==> src/rtl/ild_pkg.sv <==
package ild_pkg;

    typedef enum logic [1:0] {
        ST_PREFIX = 2'd0,
        ST_OPCODE = 2'd1,
        ST_MODRM  = 2'd2,
        ST_IMM    = 2'd3
    } ild_state_e;

    localparam logic [7:0] BYTE_OSIZE_PFX   = 8'h66;
    localparam logic [7:0] BYTE_CMP_ACC     = 8'h3D;
    localparam logic [7:0] BYTE_ALU_IMM8    = 8'h83;
    localparam logic [2:0] MODRM_REG_CMP    = 3'd7;
    localparam logic [1:0] MODRM_MOD_DIRECT = 2'b11;

    localparam int IMM_BYTES_FULL  = 4;
    localparam int IMM_BYTES_HALF  = 2;
    localparam int IMM_BYTES_SHORT = 1;

endpackage

==> src/rtl/ild_opcode_class.sv <==
module ild_opcode_class
    import ild_pkg::*;
#(
    parameter int BYTE_W = 8,
    parameter int CNT_W  = 3
) (
    input  logic [BYTE_W-1:0] opc_byte,
    input  logic              has_pfx,
    output logic              is_acc_form,
    output logic              is_imm8_form,
    output logic [CNT_W-1:0]  imm_count,
    output logic              len_changes
);

    always_comb begin
        is_acc_form  = (opc_byte == BYTE_CMP_ACC);
        is_imm8_form = (opc_byte == BYTE_ALU_IMM8);
        if (is_acc_form) begin
            imm_count = has_pfx ? CNT_W'(IMM_BYTES_HALF) : CNT_W'(IMM_BYTES_FULL);
        end else if (is_imm8_form) begin
            imm_count = CNT_W'(IMM_BYTES_SHORT);
        end else begin
            imm_count = '0;
        end
        len_changes = is_acc_form && has_pfx;
    end

endmodule

==> src/rtl/ild_modrm_check.sv <==
module ild_modrm_check
    import ild_pkg::*;
#(
    parameter int BYTE_W = 8
) (
    input  logic [BYTE_W-1:0] modrm,
    output logic              is_cmp_direct
);

    logic [1:0] mod_f;
    logic [2:0] reg_f;

    always_comb begin
        mod_f         = modrm[7:6];
        reg_f         = modrm[5:3];
        is_cmp_direct = (mod_f == MODRM_MOD_DIRECT) && (reg_f == MODRM_REG_CMP);
    end

endmodule

==> src/rtl/ild_imm_gather.sv <==
module ild_imm_gather #(
    parameter int BYTE_W  = 8,
    parameter int IMM_MAX = 4,
    parameter int CNT_W   = 3,
    parameter int IMM_W   = IMM_MAX * BYTE_W
) (
    input  logic [IMM_W-1:0]  acc_q,
    input  logic [CNT_W-1:0]  lane,
    input  logic [CNT_W-1:0]  total,
    input  logic [BYTE_W-1:0] data,
    output logic [IMM_W-1:0]  acc_d,
    output logic [IMM_W-1:0]  imm_sx
);

    logic sign_bit;

    always_comb begin
        sign_bit = 1'b0;
        for (int i = 0; i < IMM_MAX; i++) begin
            if (total == CNT_W'(i + 1)) begin
                sign_bit = acc_d[i*BYTE_W + BYTE_W - 1];
            end
        end
    end

    for (genvar g = 0; g < IMM_MAX; g++) begin : g_lane
        assign acc_d[g*BYTE_W +: BYTE_W] =
            (lane == CNT_W'(g)) ? data : acc_q[g*BYTE_W +: BYTE_W];
        assign imm_sx[g*BYTE_W +: BYTE_W] =
            (CNT_W'(g) < total) ? acc_d[g*BYTE_W +: BYTE_W] : {BYTE_W{sign_bit}};
    end

endmodule

==> src/rtl/ild_cmp_decoder.sv <==
module ild_cmp_decoder
    import ild_pkg::*;
#(
    parameter int BYTE_W  = 8,
    parameter int LEN_W   = 4,
    parameter int IMM_MAX = 4
) (
    input  logic              clk,
    input  logic              rst,
    input  logic              in_valid,
    input  logic [BYTE_W-1:0] in_byte,
    output logic              in_ready,
    output logic              rec_valid,
    output logic [LEN_W-1:0]  rec_len,
    output logic [BYTE_W-1:0] rec_opcode,
    output logic              rec_osz16,
    output logic [IMM_MAX*BYTE_W-1:0] rec_imm,
    output logic              rec_lcp,
    output logic              rec_unsup
);

    localparam int IMM_W = IMM_MAX * BYTE_W;
    localparam int CNT_W = $clog2(IMM_MAX + 1);

    typedef struct packed {
        ild_state_e         st;
        logic               up;
        logic               pfx;
        logic               lcp;
        logic [LEN_W-1:0]   len;
        logic [BYTE_W-1:0]  opc;
        logic [CNT_W-1:0]   total;
        logic [CNT_W-1:0]   lane;
        logic [IMM_W-1:0]   acc;
    } dec_state_t;

    dec_state_t q_q, q_d;

    logic             cls_acc, cls_imm8, cls_lcp, modrm_ok, accept;
    logic [CNT_W-1:0] cls_cnt;
    logic [IMM_W-1:0] acc_next, imm_full;
    logic [LEN_W-1:0] len_inc;

    ild_opcode_class #(.BYTE_W(BYTE_W), .CNT_W(CNT_W)) u_class (
        .opc_byte     (in_byte),
        .has_pfx      (q_q.pfx),
        .is_acc_form  (cls_acc),
        .is_imm8_form (cls_imm8),
        .imm_count    (cls_cnt),
        .len_changes  (cls_lcp)
    );

    ild_modrm_check #(.BYTE_W(BYTE_W)) u_modrm (
        .modrm         (in_byte),
        .is_cmp_direct (modrm_ok)
    );

    ild_imm_gather #(.BYTE_W(BYTE_W), .IMM_MAX(IMM_MAX), .CNT_W(CNT_W)) u_gather (
        .acc_q  (q_q.acc),
        .lane   (q_q.lane),
        .total  (q_q.total),
        .data   (in_byte),
        .acc_d  (acc_next),
        .imm_sx (imm_full)
    );

    assign accept  = in_valid && q_q.up;
    assign len_inc = q_q.len + LEN_W'(1);

    always_comb begin
        q_d        = q_q;
        q_d.up     = 1'b1;
        rec_valid  = 1'b0;
        rec_len    = len_inc;
        rec_opcode = q_q.opc;
        rec_osz16  = q_q.pfx;
        rec_imm    = '0;
        rec_lcp    = 1'b0;
        rec_unsup  = 1'b0;

        if (accept) begin
            q_d.len = len_inc;
            unique case (q_q.st)
                ST_PREFIX, ST_OPCODE: begin
                    if (q_q.st == ST_PREFIX && in_byte == BYTE_OSIZE_PFX) begin
                        q_d.pfx = 1'b1;
                        q_d.st  = ST_OPCODE;
                    end else begin
                        q_d.opc    = in_byte;
                        rec_opcode = in_byte;
                        if (cls_acc) begin
                            q_d.st    = ST_IMM;
                            q_d.total = cls_cnt;
                            q_d.lane  = '0;
                            q_d.acc   = '0;
                            q_d.lcp   = cls_lcp;
                        end else if (cls_imm8) begin
                            q_d.st = ST_MODRM;
                        end else begin
                            rec_valid = 1'b1;
                            rec_unsup = 1'b1;
                        end
                    end
                end
                ST_MODRM: begin
                    if (modrm_ok) begin
                        q_d.st    = ST_IMM;
                        q_d.total = CNT_W'(IMM_BYTES_SHORT);
                        q_d.lane  = '0;
                        q_d.acc   = '0;
                        q_d.lcp   = 1'b0;
                    end else begin
                        rec_valid = 1'b1;
                        rec_unsup = 1'b1;
                    end
                end
                ST_IMM: begin
                    q_d.acc  = acc_next;
                    q_d.lane = q_q.lane + CNT_W'(1);
                    if (q_q.lane + CNT_W'(1) == q_q.total) begin
                        rec_valid = 1'b1;
                        rec_imm   = imm_full;
                        rec_lcp   = q_q.lcp;
                    end
                end
                default: q_d.st = ST_PREFIX;
            endcase

            if (rec_valid) begin
                q_d.st    = ST_PREFIX;
                q_d.pfx   = 1'b0;
                q_d.lcp   = 1'b0;
                q_d.len   = '0;
                q_d.total = '0;
                q_d.lane  = '0;
                q_d.acc   = '0;
            end
        end
    end

    always_ff @(posedge clk) begin
        if (rst) begin
            q_q <= '0;
        end else begin
            q_q <= q_d;
        end
    end

    assign in_ready = q_q.up;

    // a record only on an accepted byte
    p_rec_on_accept_r8: assert property (@(posedge clk) disable iff (rst)
        rec_valid |-> (in_valid && in_ready));

    // the length-changing flag only on the prefixed accumulator form
    p_lcp_shape_r3: assert property (@(posedge clk) disable iff (rst)
        (rec_valid && rec_lcp) |->
            (rec_len == LEN_W'(4) && rec_osz16 && rec_opcode == BYTE_CMP_ACC && !rec_unsup));

    // unprefixed accumulator form is five bytes long
    p_acc_len_r2: assert property (@(posedge clk) disable iff (rst)
        (rec_valid && !rec_unsup && !rec_osz16 && rec_opcode == BYTE_CMP_ACC) |->
            (rec_len == LEN_W'(5) && !rec_lcp));

    // one-byte immediate is sign-extended
    p_imm8_sext_r4: assert property (@(posedge clk) disable iff (rst)
        (rec_valid && !rec_unsup && rec_opcode == BYTE_ALU_IMM8) |->
            (rec_imm[IMM_W-1:7] == '0 || rec_imm[IMM_W-1:7] == '1));

    // unsupported records carry no immediate and no stall flag
    p_unsup_clean_r6: assert property (@(posedge clk) disable iff (rst)
        (rec_valid && rec_unsup) |-> (rec_imm == '0 && !rec_lcp));

    // decoding restarts after every record
    p_restart_r6: assert property (@(posedge clk) disable iff (rst)
        rec_valid |=> (q_q.st == ST_PREFIX && q_q.len == '0));

    // no accepted byte, no progress
    p_hold_r9: assert property (@(posedge clk) disable iff (rst)
        (in_ready && !in_valid) |=> ($stable(q_q.st) && $stable(q_q.len) && $stable(q_q.lane)));

    // immediate collection stays inside its byte count
    p_lane_bound_r5: assert property (@(posedge clk) disable iff (rst)
        (q_q.st == ST_IMM) |-> (q_q.total != '0 && q_q.lane < q_q.total));

endmodule

==> config.mk <==
export PLATFORM = sky130hd
export DESIGN_NAME = ild_cmp_decoder
export DESIGN_NICKNAME = d
export VERILOG_FILES = /design/src/rtl/ild_pkg.sv /design/src/rtl/ild_opcode_class.sv /design/src/rtl/ild_modrm_check.sv /design/src/rtl/ild_imm_gather.sv /design/src/rtl/ild_cmp_decoder.sv
export SDC_FILE = /design/constraint.sdc
export NUM_CORES = 1
export LEC_CHECK = 0
export BUFFER_PORTS_ARGS = -buffer_cell sky130_fd_sc_hd__buf_2
export CELL_PAD_IN_SITES_DETAIL_PLACEMENT = 0
export CELL_PAD_IN_SITES_GLOBAL_PLACEMENT = 1
export CORE_MARGIN = 5
export CORE_UTILIZATION = 41
export CTS_BUF_LIST = sky130_fd_sc_hd__clkbuf_16
export DETAILED_ROUTE_END_ITERATION = 10
export HOLD_SLACK_MARGIN = 0.08
export PLACE_DENSITY = 0.76
export SETUP_SLACK_MARGIN = 0.2
export SLEW_MARGIN = 20
export SYNTH_ARGS = -nofsm -noshare
export SYNTH_HDL_FRONTEND = slang
export SYNTH_SLANG_ARGS = --single-unit
==> constraint.sdc <==
create_clock -name clk -period 3.3 [get_ports clk]
set_clock_uncertainty 0.1 [all_clocks]
set_input_delay 0.33 -clock clk [delete_from_list [all_inputs] [get_ports clk]]
set_output_delay 0.33 -clock clk [all_outputs]
set_load 0.005 [all_outputs]
Word-level counts from Yosys, hierarchy flattened

Index checks and enable logic that the tools add are counted.

RAM bits: 0
Memories: 0
Flip-flop bits (word level): 55
Input port bits: 11
Logic and storage cells: 105
Latch bits: 0
Output and inout bits: 49
ROM bits: 0

Muxes and demuxes: 54
Multipliers: 0
Shifts and indexed selects: 0
Bitwise operators: 1
Add/subtract/negate cells: 2
Order comparisons: 4
Reductions and logical operators: 15
Div/mod/pow operators: 0
Equal/unequal tests: 20

Operators by type and width:

| operator                                                               | count |
|---|---|
| 38-bit two-way mux                                                     | 3 |
| 35-bit one-hot mux with 3 select lines                                 | 1 |
| 32-bit two-way mux                                                     | 3 |
| 8-bit two-way mux                                                      | 12 |
| 53-bit two-way mux                                                     | 1 |
| 52-bit two-way mux                                                     | 1 |
| 46-bit two-way mux                                                     | 1 |
| 1-bit two-way mux                                                      | 20 |
| 3-bit by 2-bit equality test with 1-bit output (second input constant) | 4 |
| 2-bit two-way mux                                                      | 5 |
| 3-bit != test (second input constant)                                  | 3 |
| 8-bit by 6-bit equality test with 1-bit output (second input constant) | 1 |
| 8-bit by 7-bit equality test with 1-bit output (second input constant) | 1 |
| 8-bit equality test (second input constant)                            | 1 |
| 4-bit AND reduction                                                    | 2 |
| 2-bit equality test (second input constant)                            | 3 |
| 3-bit by 1-bit equality test with 1-bit output (second input constant) | 2 |
| 3-bit equality test (second input constant)                            | 2 |
| 1-bit by 3-bit < comparator with 1-bit output (first input constant)   | 2 |
| 2-bit by 3-bit < comparator with 1-bit output (first input constant)   | 2 |
| 6-bit two-way mux                                                      | 1 |
| 3-bit one-hot mux with 2 select lines                                  | 1 |
| 3-bit AND reduction                                                    | 2 |
| 5-bit != test (second input constant)                                  | 1 |
| other kinds (16)                                                       | 21 |

Depth between registers and ports, before layout

Gate-level depths: netlist (run 1).

Depth after elaboration: 10
Mapped depth: 8
Mapped depth without buffers: 7

Hierarchy

From an unflattened synthesis (run 1), not the netlist that was laid out.

Cell total of the unflattened synthesis: 354
Area total of the unflattened synthesis: 3,263.1 um2

Modules (own cells, without submodules):

| module           | sequential area each (um2) | times used | area each (um2) | cells each |
|---|---|---|---|---|
| ild_cmp_decoder  | 1,101.1                    | 1          | 2,317.2         | 226 |
| ild_imm_gather   | 0.0                        | 1          | 864.6           | 114 |
| ild_opcode_class | 0.0                        | 1          | 68.8            | 11 |
| ild_modrm_check  | 0.0                        | 1          | 12.5            | 3 |

Worst setup path after synthesis (run 1)

No wires, ideal clock.

Path type: flip-flop to flip-flop
Start point: register q_q[32] (netlist name)
End point: register q_q[10] (netlist name)
Period minus slack after synthesis: 2.393 ns
Slack: 0.907 ns
Stages on the path, launching flop included: 9
Setup time: 0.139 ns
Arrival time: 2.153 ns
Cells stage by stage: dfxtp_1 > ha_1 > ha_1 > xnor2_1 > o311ai_1 > buf_2 > nor2_1 > nor3_2 > o32ai_2

Longest elaborated chain between the ends: 7
Elaborated cells between the ends (all ways): 13
Classes of those cells: add/sub: 1; eq/ne: 5; mux: 6; reduce/logical: 1

RTL lines:

| what                                   | line                   | source |
|---|---|---|
| start: declaration                     | ild_cmp_decoder.sv:37  | `dec_state_t q_q, q_d;` |
| start signal: assignment               | ild_cmp_decoder.sv:145 | `q_q <= q_d;` |
| 3-bit by 1-bit adder with 3-bit output | ild_cmp_decoder.sv:120 | `if (q_q.lane + CNT_W'(1) == q_q.total) begin` |
| 3-bit equality test                    | ild_cmp_decoder.sv:120 |  |
| 1-bit two-way mux                      | ild_cmp_decoder.sv:120 |  |
| 1-bit one-hot mux with 3 select lines  | ild_cmp_decoder.sv:83  | `unique case (q_q.st)` |
| 1-bit two-way mux                      | ild_cmp_decoder.sv:81  | `if (accept) begin` |
| 3-bit != test (no source line)         | -                      |  |
| 4-bit AND reduction (no source line)   | -                      |  |

Several ways; a longest one is shown, not always the timed one. The select of a mux whose other input is x is not followed.
A chain may end at the register's enable or synchronous reset.

Worst setup path in the final report (run 1)

Start point: register q_q[32] (netlist name)
End point: output rec_imm[21]

Longest elaborated chain between the ends: 10
Elaborated cells between the ends (all ways): 18
Classes of those cells: add/sub: 1; eq/ne: 4; mux: 12; reduce/logical: 1

RTL lines:

| what                           | line                   | source |
|---|---|---|
| 3-bit logical NOT              | ild_imm_gather.sv:28   | `(lane == CNT_W'(g)) ? data : acc_q[g*BYTE_W +: BYTE_W];` |
| 8-bit two-way mux              | ild_imm_gather.sv:28   |  |
| 1-bit two-way mux (4 in a row) | ild_imm_gather.sv:20   | `if (total == CNT_W'(i + 1)) begin` |
| 8-bit two-way mux              | ild_imm_gather.sv:30   | `(CNT_W'(g) < total) ? acc_d[g*BYTE_W +: BYTE_W] : {BYTE_W{sign_bit}};` |
| 32-bit two-way mux (*)         | ild_cmp_decoder.sv:120 |  |
| 32-bit two-way mux (*)         | ild_cmp_decoder.sv:83  |  |
| 32-bit two-way mux (*)         | ild_cmp_decoder.sv:81  |  |
| end: declaration               | ild_cmp_decoder.sv:17  | `output logic [IMM_MAX*BYTE_W-1:0] rec_imm,` |

Every way passes the cells marked *; elsewhere a longest branch is shown, timed or not.

==> reports/metrics.yaml, run 1 <==
clock_latency_ns: 0.29
synthToLayoutAreaGrowth_pct: 16.8
utilization_pct: 49.3
gp_congestion: 0.785
ant_nets: 0
yosysMostFrequentCell: "nand2_1"
post-dp-hpwl_microns: 6650
die_x_microns: 99.2
grt_pass1_wl_microns: 15500
start_kind: "flip-flop"
ir_drop_v: 0.000290
setup_viol: 0
fmax_ghz: 0.342
syn-num-nets: 408
cts-htree-levels: 2
avgSynthCellArea_sq_um: 8.34
cts_tree: "yes"
antennaDiodeCount: 0
post_cts_resized: 0
required_ns: 2.87
drcViolationCount: 0
powerDensity_nw_per_um2: 363
hold_viol: 0
status: "finished, final reports clean"
multi_input_comb_area_sq_um: 1910
die_y_microns: 99.2
placed_cell_area_sq_um: 3630
synth_enable_flop_cells: 0
routed_wl_microns: 9530
rsz0062_at_grt: "no"
yosysWarnings: 0
post-route-period-util_pct: 88.6
grt_max_degree: 36
synthTopCellsByCount: "64 x nand2_1, 55 x dfxtp_1, 33 x inv_1"
portBuffers: 59
min_period_ns: 2.92
worst_ep_arrival_time_ns: 2.49
fin_tns_setup_ns: 0
syn-cell-area_sq_um: 3260
antenna_found_initial: 0
hold_class: "input pin to flip-flop"
netlist.area_leader.share_pct: 33.8
start_util_pct: 42.2
root_buffer: "clkbuf_16"
clockBufferDepth: 2
wl_per_cell_microns: 17.6
cap_violations: 0
grt_pass1_vias: 2871
async_reset_ff_share_pct: 0
cts.clk_slew.worst_paths_ns: 0.07
drt-pass1-iter-count: 4
fin_nets: 455
synthTopCellsByArea: "dfxtp_1 34%, nand2_1 7.4%, a21oi_1 4.3%"
rows: 32
synth_seq_area_share_pct: 33.8
track_usage_pct: 19.4
synth_flop_cell: "dfxtp_1"
drv_slew: 0
drt_iter0_drc: 245
path_max_fanout: 8
postCtsSetupRepairBufs: 0
hold_ws_ns: 0.338
fin_area_sq_um: 3810
num_io_pins: 60
dieArea_sq_um: 9840
endpoint_kind: "primary output"
tightest_slew_ns: 0.824
max_slew_margin_pct: 44.7
crit_type: "flip-flop to primary output"
p_leak_nw: 1.44
vias: 2996
syn_inst: 391
synth.distinct_cells: 58
regArea_sq_um: 1100
synth_top_cell_by_area: "dfxtp_1"
cts_sinks: 55
cts_hold_buf: 0
nFillCells: 798
core_sq_um: 7730
viasPerCell: 5.55
cts_buffers: 5
grt-ovfl-total: 0
drive_gt1_share_pct: 24.9
ys_ff_latch: 55
-- cell usage in the layout (no fill, tap or decap), drive strengths merged, types with 2 or more instances in the layout --
cell and instances:
inv 34, a31oi 9, ha 6, nor2 12, nand3 10, a211oi 4, xor2 2, nand2b 2
mux2 7, nor2b 3, a311oi 7, buf 71, nor4b 4, and2 10, dfxtp 55, o31ai 2
o21ai 17, o32ai 22, a21oi 29, or2 2, xnor2 3, nand2 64, o2111ai 2, clkbuf 5
a22o 8, o211ai 2, or4 8, o22ai 3, mux2i 10, nor3 9
-- path summary, 6_finish.rpt --
check | startpoint | to | slack (ns) | depth (start not counted)
worst min-delay path | in_byte[7] | q_q[23] | 0.34 | 3
worst max-delay path | q_q[32] | rec_imm[21] | 0.38 | 7
worst max register to register | q_q[32] | q_q[24] | 0.62 | 8
worst min register to register | q_q[1] | q_q[1] | 0.37 | 2
-- kinds of logic (layout without fill, tap and decap cells) --
kind of cell               after synthesis  after routing  share of synthesized area, %
AOI/OAI and AO/OA                      111            111                          25.8
xor gates and xnor gates                 5              5                          1.34
adders and majority gates                6              6                          2.30
buffers and inverters                   64            111                          8.10
DFF                                     55             55                          33.8
muxes                                   17             17                          6.29
and+or+nand+nor                        133            133                          22.4
-- state kept, by name (all words and copies together), names as in the netlist --
register   count
rec_osz16      1
in_ready       1
q_q           53
-- critical path: stages, from the launching register on --
cell	delay, ns
dfxtp_1	0.37
ha_1	0.22
ha_1	0.29
xnor2_1	0.16
nor3_2	0.24
nand4_1	0.39
a311oi_1	0.36
buf_2	0.17
-- power breakdown --
part           switching (mW)  internal [mW]  leakage (nW)
Clock                   0.235          0.352        0.0811
Sequential            0.00191          0.669         0.444
Combinational          0.0831         0.0428         0.915
Total                   0.320           1.06          1.44
-- stage by stage --
stage | instances | setup slack (ns) | power [mW]
final | 540 | 0.377 | 1.38
after global placement | 533 | 0.635 | 0.811
after floorplan | 391 | 0.907 | 0.769
after detailed placement | 533 | 0.606 | 0.810
after CTS | 540 | 0.316 | 1.40
after global routing | 540 | 0.219 | 1.44
-- final cells by class --
class / instances / share of cell area [%]
multi-input combinational: 272 / 50.2
sequential: 55 / 28.9
timing repair buffer: 71 / 10.1
tap: 102 / 3.35
clock buffer: 5 / 3.29
inverter: 33 / 3.25
clock inverter: 2 / 0.887
-- metal layers --
metal  GRT usage, %  vias to the layer above  part of all wire, %
li1               -                     1501                    -
met1           30.0                     1395                   51
met2           29.0                       95                   43
met3           2.66                        5                  5.9
met4           3.15                        0                 0.56
met5              0                        -                    0
No activity file was read; power rests on OpenSTA's default activity.
==> run 2: changes to the inputs <==
Settings changed: CORE_UTILIZATION 41 to 42, SYNTH_HIERARCHICAL set to 1.
==> run 2 against run 1 <==
Net effect: cell count fell by 5.9%; setup slack better by 0.19 ns; via count down 8.4%; power rose by 0.39%; sequential cell count stayed put; critical endpoint is now rec_imm[17].
==> reports/metrics.yaml, run 2 <==
synthTopCellsByCount: "55 x dfxtp_1, 37 x a22o_1, 37 x mux2_2"  # was 64 x nand2_1, 55 x dfxtp_1, 33 x inv_1
worst_slack_ns: 0.566  # was 0.377 ns
worstSetupStartpoint: "q_q[32]"  # unchanged
start_kind: "flip-flop"  # unchanged
cts_sinks: 55  # unchanged
die_x_microns: 98.1  # was 99.2 microns
p_leak_nw: 1.86  # was 1.44 nW
synth_seq_area_share_pct: 33.7  # was 33.8%
path_max_fanout: 10  # was 8
postCtsSetupRepairBufs: 0  # unchanged
root_buffer: "clkbuf_16"  # unchanged
async_reset_ff_share_pct: 0  # unchanged
drv_slew: 0  # unchanged
antennaDiodeCount: 0  # unchanged
cts_buffers: 5  # unchanged
drcViolationCount: 0  # unchanged
cts-htree-levels: 2  # unchanged
status: "finished, final reports clean"  # unchanged
drt-pass1-iter-count: 4  # unchanged
hold_class: "input pin to flip-flop"  # unchanged
hold_ws_ns: 0.229  # was 0.338 ns
crit_chain: "nor3b_4, mux2_4, a22oi_4, a21bo_1, and3_1, buf_2"  # was ha_1, ha_1, xnor2_1, nor3_2, nand4_1, a311oi_1, buf_2
clock_latency_ns: 0.29  # about the same
synth.distinct_cells: 57  # was 58
post-route-period-util_pct: 82.8  # was 88.6%
layout_commonest_cell: "buf_2"  # was nand2_1
syn-cell-area_sq_um: 3260  # about the same
gp_congestion: 0.809  # was 0.785
largest_reg_flops: 53  # unchanged
fin_tns_setup_ns: 0  # unchanged
synthTopCellsByArea: "dfxtp_1 34%, mux2_2 13%, a22o_1 9.9%"  # was dfxtp_1 34%, nand2_1 7.4%, a21oi_1 4.3%
crit_family: "flip-flops"  # was simple AND/OR/NAND/NOR gates
grt-ovfl-total: 0  # unchanged
start_util_pct: 42.7  # was 42.2%
drive_gt1_share_pct: 32.5  # was 24.9%
grt_max_degree: 39  # was 36
post-place-ws_ns: 0.580  # was 0.606 ns
clockBufferDepth: 2  # unchanged
post_cts_resized: 0  # unchanged
fmax_ghz: 0.366  # was 0.342 GHz
yosysWarnings: 6  # was 0
reg2reg_slack_ns: 0.57  # was 0.62 ns
ys_ff_latch: 55  # unchanged
crit_type: "flip-flop to primary output"  # unchanged
max_stage_delay_ns: 0.59  # was 0.39 ns
dp.cells: 500  # was 533
routed_wl_microns: 8280  # was 9530 microns
rr_worst_depth: 7  # was 8
grt_pass1_wl_microns: 13500  # was 15500 microns
antenna_found_initial: 0  # unchanged
setup_viol: 0  # unchanged
cts_hold_buf: 0  # unchanged
drt_iter0_drc: 166  # was 245
ir_drop_v: 0.000205  # was 0.000290 V
crit_end: "rec_imm[17]"  # was rec_imm[21]
fin_nets: 419  # was 455
hold_viol: 0  # unchanged
max_slew_margin_pct: 50.2  # was 44.7%
num_io_pins: 60  # unchanged
yosysMostFrequentCell: "dfxtp_1"  # was nand2_1
dieArea_sq_um: 9630  # was 9840 sq um
worstPathBufferInverterCount: 1  # unchanged
wl_per_cell_microns: 16.3  # was 17.6 microns
track_usage_pct: 17.2  # was 19.4%
worst_ep_arrival_time_ns: 2.30  # was 2.49 ns
vias: 2743  # was 2996
rows: 32  # unchanged
portBuffers: 59  # unchanged
worst_r2r_startpoint: "q_q[34]"  # was q_q[32]
synth_flop_cell: "dfxtp_1"  # unchanged
min_period_ns: 2.73  # was 2.92 ns
synthToLayoutAreaGrowth_pct: 15.8  # was 16.8%
slowest_stage: "dfxtp_1"  # was nand4_1
rsz0062_at_grt: "no"  # unchanged
cts_tree: "yes"  # unchanged
avgSynthCellArea_sq_um: 9.22  # was 8.34 sq um
endpoint_kind: "primary output"  # unchanged
cap_violations: 0  # unchanged
viasPerCell: 5.40  # was 5.55
powerDensity_nw_per_um2: 367  # was 363 nW/um^2
r2r_end: "q_q[32]"  # was q_q[24]
syn-num-nets: 367  # was 408
die_y_microns: 98.1  # was 99.2 microns
regMostFlops: "q_q"  # unchanged
core_sq_um: 7650  # was 7730 sq um
synth_top_cell_by_area: "dfxtp_1"  # unchanged
synth_enable_flop_cells: 0  # unchanged
ant_nets: 0  # unchanged
post-dp-hpwl_microns: 5670  # was 6650 microns
required_ns: 2.87  # about the same
syn_inst: 354  # was 391
grt_pass1_vias: 2517  # was 2871
cts.clk_slew.worst_paths_ns: 0.07  # about the same
netlist.area_leader.share_pct: 33.7  # was 33.8%
crit_cells: 6  # was 7
final_cell_mix: "59 x buf_2, 55 x dfxtp_1, 37 x mux2_2, 37 x a22o_1, 35 x and3_1"  # was 64 x nand2_1, 59 x buf_2, 55 x dfxtp_1
stdcell_count: 508  # was 540
tightest_slew_ns: 0.743  # was 0.824 ns
-- run 2: cell count changes after synthesis, moves of 7 or more --
cell     change
mux2_2      +37
and3_1      +35
nand2_1     -30
a22o_1      +29
inv_1       -23
a21oi_1     -22
nor2_1      +21
o32ai_1     -15
mux2i_1     -10
o21ai_0      -9
a31oi_1      -8
o32ai_2      -7
-- run 2: worst min-delay path by stage --
stage	start	endpoint	depth (start not counted)
after global routing	rst	q_q[53]	2
after detailed placement	q_q[16]	q_q[16]	1
after floorplan	q_q[50]	q_q[50]	1
final	rst	q_q[53]	2
after CTS	rst	q_q[53]	2
after global placement	q_q[24]	q_q[24]	1
-- run 2: cell type report --
type	instances	area [sq um]
fill	758	3870
clock buffer	5	125
multi-input combinational	266	1990
clock inverter	2	33.8
tap	102	128
sequential	55	1100
inverter	10	37.5
timing repair buffer	68	363
-- run 2: per-stage QoR --
| stage | instance area, sq um | utilization (%) | power [mW] |
|---|---|---|---|
| after floorplan | 3260 | - | 0.767 |
| after global placement | 3610 | 47.3 | 0.819 |
| after detailed placement | 3610 | 47.3 | 0.820 |
| after CTS | 3770 | 49.3 | 1.40 |
| after global routing | 3780 | 49.4 | 1.43 |
| final | 3780 | 49.4 | 1.39 |
-- run 2: per-layer routing --
metal / up-vias / GRT usage (%) / share of wire [%]
met4: 0 / 3.15 / 0.53
met2: 72 / 26.0 / 45
li1: 1376 / - / -
met3: 4 / 3.07 / 4.4
met1: 1291 / 25.7 / 50
met5: - / 0 / 0
-- run 2: logic make-up (layout without fill, tap and decap cells) --
| logic type | count (synthesis) | after routing | synth area share [%] |
|---|---|---|---|
| AOI/OAI and AO/OA | 60 | 60 | 16.8 |
| xor gates and xnor gates | 8 | 8 | 2.61 |
| adders and majority gates | 2 | 2 | 0.767 |
| buffers and inverters | 33 | 85 | 5.29 |
| DFF | 55 | 55 | 33.7 |
| muxes | 39 | 39 | 13.6 |
| and+or+nand+nor | 157 | 157 | 27.2 |
-- run 2: power breakdown --
group	switching, mW	total, mW	leakage (nW)	internal [mW]
Clock	0.232	0.584	0.0811	0.352
Combinational	0.0782	0.127	1.34	0.0485
Sequential	0.00648	0.678	0.445	0.671
